**config.mk**
```make
export PLATFORM = sky130hd
export DESIGN_NAME = gpio_regbank
export DESIGN_NICKNAME = d
export VERILOG_FILES = /design/src/rtl/gpio_bank_pkg.sv /design/src/rtl/gpio_pin_cfg.sv /design/src/rtl/gpio_bus_fsm.sv /design/src/rtl/gpio_regbank.sv
export SDC_FILE = /design/constraint.sdc
export NUM_CORES = 2
export LEC_CHECK = 0
export BUFFER_PORTS_ARGS = -buffer_cell sky130_fd_sc_hd__buf_4
export CELL_PAD_IN_SITES_DETAIL_PLACEMENT = 1
export CELL_PAD_IN_SITES_GLOBAL_PLACEMENT = 1
export CORE_AREA = 5 5 557 559
export CTS_BUF_LIST = sky130_fd_sc_hd__clkbuf_16
export CTS_CLUSTER_SIZE = 30
export DETAILED_ROUTE_END_ITERATION = 8
export DIE_AREA = 0 0 562 564
export GPL_TIMING_DRIVEN = 0
export PLACE_DENSITY_LB_ADDON = 0.08
export SLEW_MARGIN = 30
export SYNTH_ARGS = -nofsm -noshare
export SYNTH_HDL_FRONTEND = slang
export SYNTH_SLANG_ARGS = --single-unit
```
**constraint.sdc**
```tcl
create_clock -name clk -period 10.38 [get_ports clk]
set_input_delay 2.076 -clock clk [delete_from_list [all_inputs] [get_ports clk]]
set_output_delay 2.076 -clock clk [all_outputs]
set_load 0.02 [all_outputs]
```
**src/rtl/gpio_bank_pkg.sv**
```systemverilog
package gpio_bank_pkg;

    typedef enum logic [1:0] {
        ST_IDLE  = 2'd0,
        ST_WRITE = 2'd1,
        ST_READ  = 2'd2
    } bus_state_e;

    typedef struct packed {
        logic       out_lvl;
        logic       trig_lvl;
        logic       inv;
        logic       dir_in;
        logic       use_gpio;
        logic       sense_off;
        logic [1:0] pull;
    } pin_cfg_t;

    // word A field positions
    localparam int unsigned A_OUT  = 31;
    localparam int unsigned A_IN   = 30;
    localparam int unsigned A_TRIG = 4;
    localparam int unsigned A_INV  = 3;
    localparam int unsigned A_DIR  = 2;
    localparam int unsigned A_USE  = 0;
    // word B field positions
    localparam int unsigned B_SENSE = 2;

    // byte offsets
    localparam int unsigned OFS_OWN  = 'h000;
    localparam int unsigned OFS_GLB  = 'h07C;
    localparam int unsigned OFS_STAT = 'h080;
    localparam int unsigned OFS_EN   = 'h090;
    localparam int unsigned OFS_CFG  = 'h100;

endpackage

```
**src/rtl/gpio_pin_cfg.sv**
```systemverilog
module gpio_pin_cfg
    import gpio_bank_pkg::*;
(
    input  logic        clk,
    input  logic        rst_n,
    input  logic        strap_use,
    input  logic        wr_a,
    input  logic        wr_b,
    input  logic [31:0] wdata,
    input  logic        pad_in,
    output pin_cfg_t    cfg,
    output logic        in_lvl
);

    always_ff @(posedge clk) begin
        if (!rst_n) begin
            cfg.out_lvl   <= 1'b0;
            cfg.trig_lvl  <= 1'b0;
            cfg.inv       <= 1'b0;
            cfg.dir_in    <= 1'b1;
            cfg.use_gpio  <= strap_use;
            cfg.sense_off <= 1'b1;
            cfg.pull      <= 2'b00;
            in_lvl        <= 1'b0;
        end else begin
            if (wr_a) begin
                cfg.out_lvl  <= wdata[A_OUT];
                cfg.trig_lvl <= wdata[A_TRIG];
                cfg.inv      <= wdata[A_INV];
                cfg.dir_in   <= wdata[A_DIR];
                cfg.use_gpio <= wdata[A_USE];
            end
            if (wr_b) begin
                cfg.sense_off <= wdata[B_SENSE];
                cfg.pull      <= wdata[1:0];
            end
            in_lvl <= pad_in & ~cfg.sense_off;
        end
    end

    AST_SENSE_GATED: assert property (@(posedge clk) disable iff (!rst_n)
        ($past(rst_n) && $past(cfg.sense_off)) |-> !in_lvl);
    AST_SENSE_FOLLOW: assert property (@(posedge clk) disable iff (!rst_n)
        ($past(rst_n) && !$past(cfg.sense_off)) |-> (in_lvl == $past(pad_in)));

endmodule

```
**src/rtl/gpio_bus_fsm.sv**
```systemverilog
module gpio_bus_fsm
    import gpio_bank_pkg::*;
#(
    parameter int unsigned AW = 12
) (
    input  logic          clk,
    input  logic          rst_n,
    input  logic          req,
    input  logic          we,
    input  logic [AW-1:0] addr,
    input  logic [31:0]   wdata,
    output logic          ack,
    output logic          wr_stb,
    output logic          rd_act,
    output logic [AW-1:0] hold_addr,
    output logic [31:0]   hold_wdata
);

    bus_state_e state;

    // state register with transitions
    always_ff @(posedge clk) begin
        if (!rst_n) begin
            state      <= ST_IDLE;
            hold_addr  <= '0;
            hold_wdata <= '0;
        end else begin
            unique case (state)
                ST_IDLE: begin
                    if (req) begin
                        hold_addr  <= addr;
                        hold_wdata <= wdata;
                        state      <= we ? ST_WRITE : ST_READ;
                    end
                end
                ST_WRITE: state <= ST_IDLE;
                ST_READ:  state <= ST_IDLE;
                default:  state <= ST_IDLE;
            endcase
        end
    end

    // outputs
    always_comb begin
        ack    = 1'b0;
        wr_stb = 1'b0;
        rd_act = 1'b0;
        unique case (state)
            ST_IDLE:  ;
            ST_WRITE: begin ack = 1'b1; wr_stb = 1'b1; end
            ST_READ:  begin ack = 1'b1; rd_act = 1'b1; end
            default:  ;
        endcase
    end

    AST_ACK_PULSE: assert property (@(posedge clk) disable iff (!rst_n)
        ack |=> !ack);
    AST_ACK_AFTER_REQ: assert property (@(posedge clk) disable iff (!rst_n)
        (req && !ack && state == ST_IDLE) |=> ack);

endmodule

```
**src/rtl/gpio_regbank.sv**
```systemverilog
module gpio_regbank
    import gpio_bank_pkg::*;
#(
    parameter int unsigned NPIN = 94,  // must stay at or below 128
    parameter int unsigned AW   = 12
) (
    input  logic              clk,
    input  logic              rst_n,
    input  logic              bus_req,
    input  logic              bus_we,
    input  logic [AW-1:0]     bus_addr,
    input  logic [31:0]       bus_wdata,
    output logic              bus_ack,
    output logic [31:0]       bus_rdata,
    input  logic [NPIN-1:0]   own_strap,
    input  logic [NPIN-1:0]   use_strap,
    input  logic [NPIN-1:0]   pad_in,
    output logic [NPIN-1:0]   pad_out,
    output logic [NPIN-1:0]   pad_oe,
    output logic [NPIN-1:0]   pin_gpio_mode,
    output logic [2*NPIN-1:0] pin_pull,
    output logic [NPIN-1:0]   pin_sensed,
    output logic [NPIN-1:0]   trig_level,
    output logic [NPIN-1:0]   trig_invert,
    input  logic [NPIN-1:0]   irq_hit,
    output logic [NPIN-1:0]   irq_enable,
    output logic [NPIN-1:0]   irq_status,
    output logic [31:0]       glb_ctrl
);

    localparam int unsigned NWORD = (NPIN + 31) / 32;
    localparam int unsigned PW    = $clog2(NPIN);
    localparam logic [AW-1:0] CFG_LO = AW'(OFS_CFG);
    localparam logic [AW-1:0] CFG_HI = AW'(OFS_CFG + 8 * NPIN);

    logic          wr_stb, rd_act;
    logic [AW-1:0] a;
    logic [31:0]   wd;

    gpio_bus_fsm #(.AW(AW)) u_fsm (
        .clk(clk), .rst_n(rst_n), .req(bus_req), .we(bus_we),
        .addr(bus_addr), .wdata(bus_wdata), .ack(bus_ack),
        .wr_stb(wr_stb), .rd_act(rd_act), .hold_addr(a), .hold_wdata(wd)
    );

    // address decode
    logic          aligned, is_own, is_stat, is_en, is_glb, is_cfg, sel_b;
    logic [1:0]    widx;
    logic [AW-1:0] cfg_off;
    logic [PW-1:0] pidx;

    always_comb begin
        aligned = (a[1:0] == 2'b00);
        widx    = a[3:2];
        is_own  = aligned && (a < AW'(OFS_OWN + 4 * NWORD));
        is_stat = aligned && (a >= AW'(OFS_STAT)) && (a < AW'(OFS_STAT + 4 * NWORD));
        is_en   = aligned && (a >= AW'(OFS_EN)) && (a < AW'(OFS_EN + 4 * NWORD));
        is_glb  = aligned && (a == AW'(OFS_GLB));
        is_cfg  = aligned && (a >= CFG_LO) && (a < CFG_HI);
        cfg_off = a - CFG_LO;
        sel_b   = cfg_off[2];
        pidx    = cfg_off[PW+2:3];
    end

    pin_cfg_t cfg_arr [NPIN];
    logic [NPIN-1:0] in_arr;
    logic [NPIN-1:0] en_q, st_q;
    logic [31:0]     own_w [NWORD];
    logic [31:0]     en_w  [NWORD];
    logic [31:0]     st_w  [NWORD];

    for (genvar i = 0; i < NPIN; i++) begin : g_pin
        localparam int unsigned WI = i / 32;
        localparam int unsigned BI = i % 32;
        logic hit_a, hit_b, en_wr, st_wr;

        assign hit_a = wr_stb && is_cfg && (pidx == PW'(i)) && !sel_b;
        assign hit_b = wr_stb && is_cfg && (pidx == PW'(i)) &&  sel_b;
        assign en_wr = wr_stb && is_en   && (widx == 2'(WI));
        assign st_wr = wr_stb && is_stat && (widx == 2'(WI));

        gpio_pin_cfg u_cfg (
            .clk(clk), .rst_n(rst_n), .strap_use(use_strap[i]),
            .wr_a(hit_a), .wr_b(hit_b), .wdata(wd), .pad_in(pad_in[i]),
            .cfg(cfg_arr[i]), .in_lvl(in_arr[i])
        );

        always_ff @(posedge clk) begin
            if (!rst_n) begin
                en_q[i] <= 1'b0;
                st_q[i] <= 1'b0;
            end else begin
                if (en_wr) en_q[i] <= wd[BI];
                st_q[i] <= irq_hit[i] | (st_q[i] & ~(st_wr & wd[BI]));
            end
        end

        assign pad_out[i]         = cfg_arr[i].out_lvl;
        assign pad_oe[i]          = cfg_arr[i].use_gpio & ~cfg_arr[i].dir_in;
        assign pin_gpio_mode[i]   = cfg_arr[i].use_gpio;
        assign pin_pull[2*i +: 2] = cfg_arr[i].pull;
        assign trig_level[i]      = cfg_arr[i].trig_lvl;
        assign trig_invert[i]     = cfg_arr[i].inv;
        assign pin_sensed[i]      = in_arr[i];
    end

    // bitmapped word views, bits past the last pin read 0
    for (genvar w = 0; w < NWORD; w++) begin : g_word
        for (genvar b = 0; b < 32; b++) begin : g_bit
            if (32 * w + b < NPIN) begin : g_real
                assign own_w[w][b] = own_strap[32*w+b];
                assign en_w[w][b]  = en_q[32*w+b];
                assign st_w[w][b]  = st_q[32*w+b];
            end else begin : g_pad
                assign own_w[w][b] = 1'b0;
                assign en_w[w][b]  = 1'b0;
                assign st_w[w][b]  = 1'b0;
            end
        end
    end

    always_ff @(posedge clk) begin
        if (!rst_n)               glb_ctrl <= '0;
        else if (wr_stb && is_glb) glb_ctrl <= wd;
    end

    // read multiplexer
    always_comb begin
        bus_rdata = '0;
        if (rd_act) begin
            for (int w = 0; w < NWORD; w++) begin
                if (widx == 2'(w)) begin
                    if (is_own)  bus_rdata = own_w[w];
                    if (is_en)   bus_rdata = en_w[w];
                    if (is_stat) bus_rdata = st_w[w];
                end
            end
            if (is_glb) bus_rdata = glb_ctrl;
            if (is_cfg) begin
                if (sel_b) begin
                    bus_rdata[B_SENSE] = cfg_arr[pidx].sense_off;
                    bus_rdata[1:0]     = cfg_arr[pidx].pull;
                end else begin
                    bus_rdata[A_OUT]  = cfg_arr[pidx].out_lvl;
                    bus_rdata[A_IN]   = in_arr[pidx];
                    bus_rdata[A_TRIG] = cfg_arr[pidx].trig_lvl;
                    bus_rdata[A_INV]  = cfg_arr[pidx].inv;
                    bus_rdata[A_DIR]  = cfg_arr[pidx].dir_in;
                    bus_rdata[A_USE]  = cfg_arr[pidx].use_gpio;
                end
            end
        end
    end

    assign irq_enable = en_q;
    assign irq_status = st_q;

    AST_STAT_STICKY: assert property (@(posedge clk) disable iff (!rst_n)
        ($past(rst_n) && !$past(wr_stb)) |-> ((irq_status & $past(irq_status)) == $past(irq_status)));
    AST_HIT_CAPTURE: assert property (@(posedge clk) disable iff (!rst_n)
        $past(rst_n) |-> (($past(irq_hit) & ~irq_status) == '0));
    AST_EN_QUIET: assert property (@(posedge clk) disable iff (!rst_n)
        ($past(rst_n) && !$past(wr_stb)) |-> $stable(irq_enable));
    AST_OE_QUIET: assert property (@(posedge clk) disable iff (!rst_n)
        ($past(rst_n) && !$past(wr_stb)) |-> $stable(pad_oe));

endmodule

```
== After elaboration in Yosys (flattened, before gate mapping) ==
Cells that the tools add are included.

* Register bits: 1112
* Input bits: 424
* Output and inout port bits: 1005
* Logic and storage cells: 2519

* Add/subtract/negate cells: 1
* Order comparisons: 9
* Equality and inequality tests: 192
* Multiplexer cells: 312
* Bitwise operators: 753
* Reductions and logical operators: 308

{| class="wikitable"
|+ Operator list
! kind !! number
|-
| 2-to-1 mux 32 bit || 14
|-
| AND 1 bit || 376
|-
| 2-to-1 mux 4 bit || 94
|-
| logical AND 1 bit || 300
|-
| 2-to-1 mux 3 bit || 94
|-
| inverter 1 bit || 282
|-
| == test 7 x 6 -> 1 bit, second input constant || 32
|-
| == test 7 bit, second input constant || 30
|-
| inequality test 2 x 1 -> 1 bit, second input constant || 94
|-
| == test 7 x 5 -> 1 bit, second input constant || 16
|-
| 2-to-1 mux 1 bit || 101
|-
| bitwise OR 1 bit || 94
|-
| binary-select mux 8 bit (select 7 bit) || 1
|-
| == test 7 x 4 -> 1 bit, second input constant || 8
|-
| == test 7 x 3 -> 1 bit, second input constant || 4
|-
| >= comparator 12 x 8 -> 1 bit, second input constant || 2
|-
| < comparator 12 x 8 -> 1 bit, second input constant || 2
|-
| 2-to-1 mux 8 bit || 2
|-
| == test 7 x 2 -> 1 bit, second input constant || 2
|-
| == test 12 x 7 -> 1 bit, second input constant || 1
|-
| >= comparator 12 x 9 -> 1 bit, second input constant || 1
|-
| < comparator 12 x 10 -> 1 bit, second input constant || 1
|-
| < comparator 12 x 4 -> 1 bit, second input constant || 1
|-
| subtractor 10 x 9 -> 10 bit, second input constant || 1
|-
| 14 further kinds || 22
|}

== Logic depth before layout (Yosys ltp) ==
* Depth after elaboration: 18
* Mapped depth: 13
* Depth with buffers taken out: 9

== Cells and area by module ==
From an unflattened synthesis, not the netlist that was laid out.

* Cell total of the unflattened synthesis: 5185
* Area total of the unflattened synthesis: 53960.5 sq um

{| class="wikitable"
|+ Modules (own cells, without submodules)
! module !! instances !! cells each !! area each (sq um) !! seq. area each (sq um)
|-
| gpio_pin_cfg || 94 || 29 || 346.6 || 190.2
|-
| gpio_regbank || 1 || 2245 || 19412.4 || 4404.2
|-
| gpio_bus_fsm || 1 || 214 || 1969.4 || 920.9
|}

== Least setup slack after synthesis ==
Ideal clock, no wire load.

* Kind: input-to-output
* From: in own_strap[63]
* To: out bus_rdata[31]
* Arrival time: 3135 ps
* Required time: 8304 ps
* Slack: 5169 ps
* Stages: 5
* Path buffers: 0
* Cells stage by stage: mux2i_1 > o22a_1 > o21ai_0 > a221oi_1 > a311oi_1

* Longest elaborated chain between the ends: 12

{| class="wikitable"
|+ RTL lines
! what !! line !! text
|-
| start, declared || gpio_regbank.sv:15 || <nowiki>input logic [NPIN-1:0] own_strap,</nowiki>
|-
| 2-to-1 mux 32 bit (*) || gpio_regbank.sv:133 || <nowiki>if (is_own) bus_rdata = own_w[w];</nowiki>
|-
| 2-to-1 mux 32 bit (*) || gpio_regbank.sv:134 || <nowiki>if (is_en) bus_rdata = en_w[w];</nowiki>
|-
| 2-to-1 mux 32 bit (*) || gpio_regbank.sv:135 || <nowiki>if (is_stat) bus_rdata = st_w[w];</nowiki>
|-
| 2-to-1 mux 32 bit (*) || gpio_regbank.sv:132 || <nowiki>if (widx == 2'(w)) begin</nowiki>
|-
| 2-to-1 mux 32 bit || gpio_regbank.sv:133 ||
|-
| 2-to-1 mux 32 bit || gpio_regbank.sv:134 ||
|-
| 2-to-1 mux 32 bit || gpio_regbank.sv:135 ||
|-
| 2-to-1 mux 32 bit (*) || gpio_regbank.sv:132 ||
|-
| 2-to-1 mux 32 bit (*) || gpio_regbank.sv:138 || <nowiki>if (is_glb) bus_rdata = glb_ctrl;</nowiki>
|-
| 2-to-1 mux 2 bit || gpio_regbank.sv:140 || <nowiki>if (sel_b) begin</nowiki>
|-
| 2-to-1 mux 2 bit (*) || gpio_regbank.sv:139 || <nowiki>if (is_cfg) begin</nowiki>
|-
| 2-to-1 mux 32 bit (*) || gpio_regbank.sv:130 || <nowiki>if (rd_act) begin</nowiki>
|-
| end, declared || gpio_regbank.sv:14 || <nowiki>output logic [31:0] bus_rdata,</nowiki>
|}

Every way passes the cells marked *; elsewhere a longest branch is shown, timed or not.

== Worst setup path after layout ==
* From: reg u_fsm.hold_addr[3]
* To: out bus_rdata[0]

* Longest elaborated chain between the ends: 17
* Elaborated cells on any way between the ends: 40
* Classes of those cells: add/sub (1); order compare (7); eq/ne (3); mux (19); bitwise (1); reduce/logical (9)

{| class="wikitable"
|+ RTL lines
! what !! line !! text
|-
| start, declared || gpio_bus_fsm.sv:15 || <nowiki>output logic [AW-1:0] hold_addr,</nowiki>
|-
| start signal, assigned || gpio_bus_fsm.sv:31 || <nowiki>hold_addr <= addr;</nowiki>
|-
| < comparator 12 x 4 -> 1 bit / >= comparator 12 x 8 -> 1 bit (equally long branches) || gpio_regbank.sv:55, gpio_regbank.sv:57 ||
|-
| logical AND 1 bit, on equally long branches || gpio_regbank.sv:55, gpio_regbank.sv:57 ||
|-
| 2-to-1 mux 32 bit / logical AND 1 bit (equally long branches) || gpio_regbank.sv:133, gpio_regbank.sv:57 ||
|-
| 2-to-1 mux 32 bit || gpio_regbank.sv:134 ||
|-
| 2-to-1 mux 32 bit || gpio_regbank.sv:135 ||
|-
| 2-to-1 mux 32 bit || gpio_regbank.sv:132 ||
|-
| 2-to-1 mux 32 bit || gpio_regbank.sv:133 ||
|-
| 2-to-1 mux 32 bit || gpio_regbank.sv:134 ||
|-
| 2-to-1 mux 32 bit || gpio_regbank.sv:135 ||
|-
| 2-to-1 mux 32 bit || gpio_regbank.sv:132 ||
|-
| 2-to-1 mux 32 bit || gpio_regbank.sv:133 ||
|-
| 2-to-1 mux 32 bit || gpio_regbank.sv:134 ||
|-
| 2-to-1 mux 32 bit || gpio_regbank.sv:135 ||
|-
| 2-to-1 mux 32 bit || gpio_regbank.sv:132 ||
|-
| 2-to-1 mux 32 bit || gpio_regbank.sv:138 ||
|-
| 2-to-1 mux 5 bit (*) || gpio_regbank.sv:139 ||
|-
| 2-to-1 mux 32 bit (*) || gpio_regbank.sv:130 ||
|}

Every way passes the cells marked *; elsewhere a longest branch is shown, timed or not. The select of a mux whose other input is x is not followed.

==> impl_metrics.ini <==
[run_status]
status = completed

[power]
powerDensity_nw_per_um2 = 143
power_frac_clock_pct = 45.6
p_sw_share_pct = 32.4
sequentialPowerShare_pct = 38.8
leakagePower_nw = 31.6
total_power_mw = 11.6
p_sw_mw = 3.75
internal-power_mw = 7.81
combPwrFrac_pct = 15.6
irDropWorstVdd_uv = 96.3

[die]
die_area_sq_um = 317000
fp.dieH_microns = 564
rows = 203
die_w_microns = 562
initial_core_util_pct = 19.1
pin_count = 1429
core_area_sq_um = 305000

[sta]
setup-violations-final = 0
period_needed_ns = 10.07
hold_viol_final = 0
tightest_slew_ns = 1.18
skew_ns = 0.0547
slew_headroom_pct = 21.4
period_share_pct = 97.1
drv_slew = 0
grt_setup_unrepaired = no
max_freq_mhz = 99.3

[synthesis]
async_reset_ff_share_pct = 0
synth_warnings = 0
ys_seq_area_share_pct = 39.9
synth.distinct_cells = 71
synthesis.area_sq_um = 58200
syn_inst = 6506
syn_area_per_cell_sq_um = 8.94
synth_edf_count = 94
synth_nets = 6936
ys_ff_latch = 1112
yosys_most_used_dff = dfxtp_1

[cts]
cts_resized = 0
cts.clk_slew.worst_paths_ns = 0.06
cts_setup_buffers = 0
cts_num_sinks = 1112
cts_hold_buf = 0
cts_buffer_depth = 4
clock_latency_ns = 0.89
cts_root_buf = clkbuf_16
htreeDepth = 4
numCtsBuffers = 158
cts_tree = done

[worst_hold_path]
hp-class = reg2reg
worstHoldStart = g_pin[72].u_cfg.cfg[2]
min_to = g_pin[72].u_cfg.in_lvl
whs_path_depth = 1

[detailed_routing]
wire_per_inst_microns = 43.6
drt_wl_total_microns = 537000
drt_iter0_markers = 6056
detail-route-antenna-nets = 0
firstDrtPassIters = 5
drc = 0
vias = 60600
via_per_inst = 4.92

[critical_path]
cp_data_required_time_ns = 8.30
crit_path_top_delay_cell = buf_2
worst_path_most_repeated_cell = buf_2
crit_type = reg2out
worst_setup_path_start_kind = register
cp_max_fo = 10
crit_arrival_ns = 8.00
crit_chain = buf_2, buf_2, buf_2, buf_2, buf_2, buf_2, nor2_1, a221oi_1, o21ai_0, a22oi_1, a31oi_1, a211oi_1, buf_4
reg2reg_depth = 8
rr_startpoint = u_fsm.hold_addr[8]
cp_slowest_stage_delay_ns = 0.87
worst_setup_path_end_kind = output pin
r2r_slack_ns = 4.39
reg2reg_to = g_pin[36].u_cfg.cfg[3]

[final_layout]
utilization_pct = 26.5
final_cell_mix = buf_4, dfxtp_1, nand2_1
drive_above_1_share_pct = 36.0
nFillCells = 35400
layout_commonest_cell = buf_4
final_nets = 8608
area_growth_syn_to_layout_pct = 38.9

[grt]
antenna_found_initial = 96
grt_pass1_wl_microns = 673000
track_usage_pct = 32.4
grt_max_degree = 12
overflow = 0
grt_pass1_vias = 60700

[placement]
hpwl_microns = 447000
numPortBuffers = 1427
place_congestion = 0.939

[flow_run]
drv_cap = 0
how the worst max path moves through the flow:
stage | slack, ns | to | startpoint | cells after the start
after floorplan | 5.17 | bus_rdata[31] | own_strap[63] | 5
after global placement | -1.17 | bus_rdata[2] | u_fsm.hold_addr[5] | 8
after detailed placement | 1.34 | bus_rdata[0] | u_fsm.hold_addr[3] | 13
after CTS | 0.39 | bus_rdata[0] | u_fsm.hold_addr[3] | 13
after global routing | 0.50 | bus_rdata[0] | u_fsm.hold_addr[3] | 13
final | 0.31 | bus_rdata[0] | u_fsm.hold_addr[3] | 13
metrics by stage:
stage                     instance area (sq um)  instances  hold WS, ns  setup WS [ns]  setup TNS, ns
after global routing                      80700      12300        0.458          0.497              0
after global placement                    73900      11900        0.428          -1.17          -5.02
final                                     80800      12300        0.436          0.305              0
after floorplan                           58200       6506        0.400           5.17              0
after CTS                                 80700      12300        0.442          0.391              0
after detailed placement                  76100      12000        0.432           1.34              0
final cells by class:
cell class	count	area [sq um]	share of cell area, %
multi-input combinational	4082	27600	34.2
buffer	1207	7400	9.16
tap	3997	5000	6.19
sequential	1112	23200	28.7
antenna	32	80.1	0.0991
timing repair buffer	1512	12500	15.4
inverter	105	394	0.488
clock buffer	159	3980	4.92
clock inverter	111	653	0.808
registers in the layout, indices dropped and copies added (netlist names):
register	flops
g_pin.u_cfg.in_lvl	94
irq_status	94
g_pin.u_cfg.cfg	752
u_fsm.state	2
irq_enable	94
u_fsm.hold_wdata	32
glb_ctrl	32
u_fsm.hold_addr	12
Yosys cell counts (all sizes together) (4+ instances only):
master	number	area share (%)
dfxtp	1018	35
nand2	901	5.8
buf	813	9.8
o21ai	599	5.2
nor2b	466	5.0
nor2	428	3.9
mux2i	404	6.9
clkbuf	394	2.6
a21boi	370	4.8
mux4	215	8.3
a21oi	211	1.8
nand3	141	1.2
nor3	110	0.95
inv	102	0.66
edfxtp	94	4.9
and3	29	0.31
o22ai	28	0.30
o221ai	24	0.36
a22oi	18	0.23
a211oi	12	0.15
mux2	12	0.23
nand4	11	0.17
a31oi	10	0.11
a221oi	9	0.14
a2111oi	8	0.12
nor4	8	0.11
o31ai	7	0.090
a222oi	6	0.10
ha	6	0.13
o2111ai	5	0.075
nand2b	4	0.043
power by group through the flow:
stage,sequential [mW],combinational [mW],clock (mW)
after floorplan,4.56,0.626,0
after global placement,4.57,1.72,0
after detailed placement,4.58,1.81,0
after CTS,4.48,1.82,5.34
after global routing,4.49,1.83,5.47
final,4.48,1.81,5.27
metal layers:
layer,GRT usage [%],vias up,routed length (microns)
met4,13.3,36,26600
met2,54.0,3152,251000
li1,-,25100,-
met5,0,-,253
met1,40.3,31700,218000
met3,7.40,704,40300
kinds of logic (layout without fill, tap and decap cells):
family / count (synthesis) / count (layout) / synth area share (%)
flip-flops: 1112 / 1112 / 39.9
AO/OA/AOI/OAI: 1332 / 1332 / 13.8
multiplexers: 631 / 631 / 15.5
AND/OR/NAND/NOR: 2113 / 2113 / 17.7
buffers and inverters: 1312 / 3094 / 13.0
other: 0 / 32 / 0
adder cells (fa/ha/maj): 6 / 6 / 0.129
worst max-delay path: cells and delay by family, from the launching register on:
family	cells	cell delay, ns
buf+inv	7	4.14
compound gates	5	2.21
simple gates	1	0.28
flops	1	0.30
Note: power is estimated with default switching activity, not from simulation.
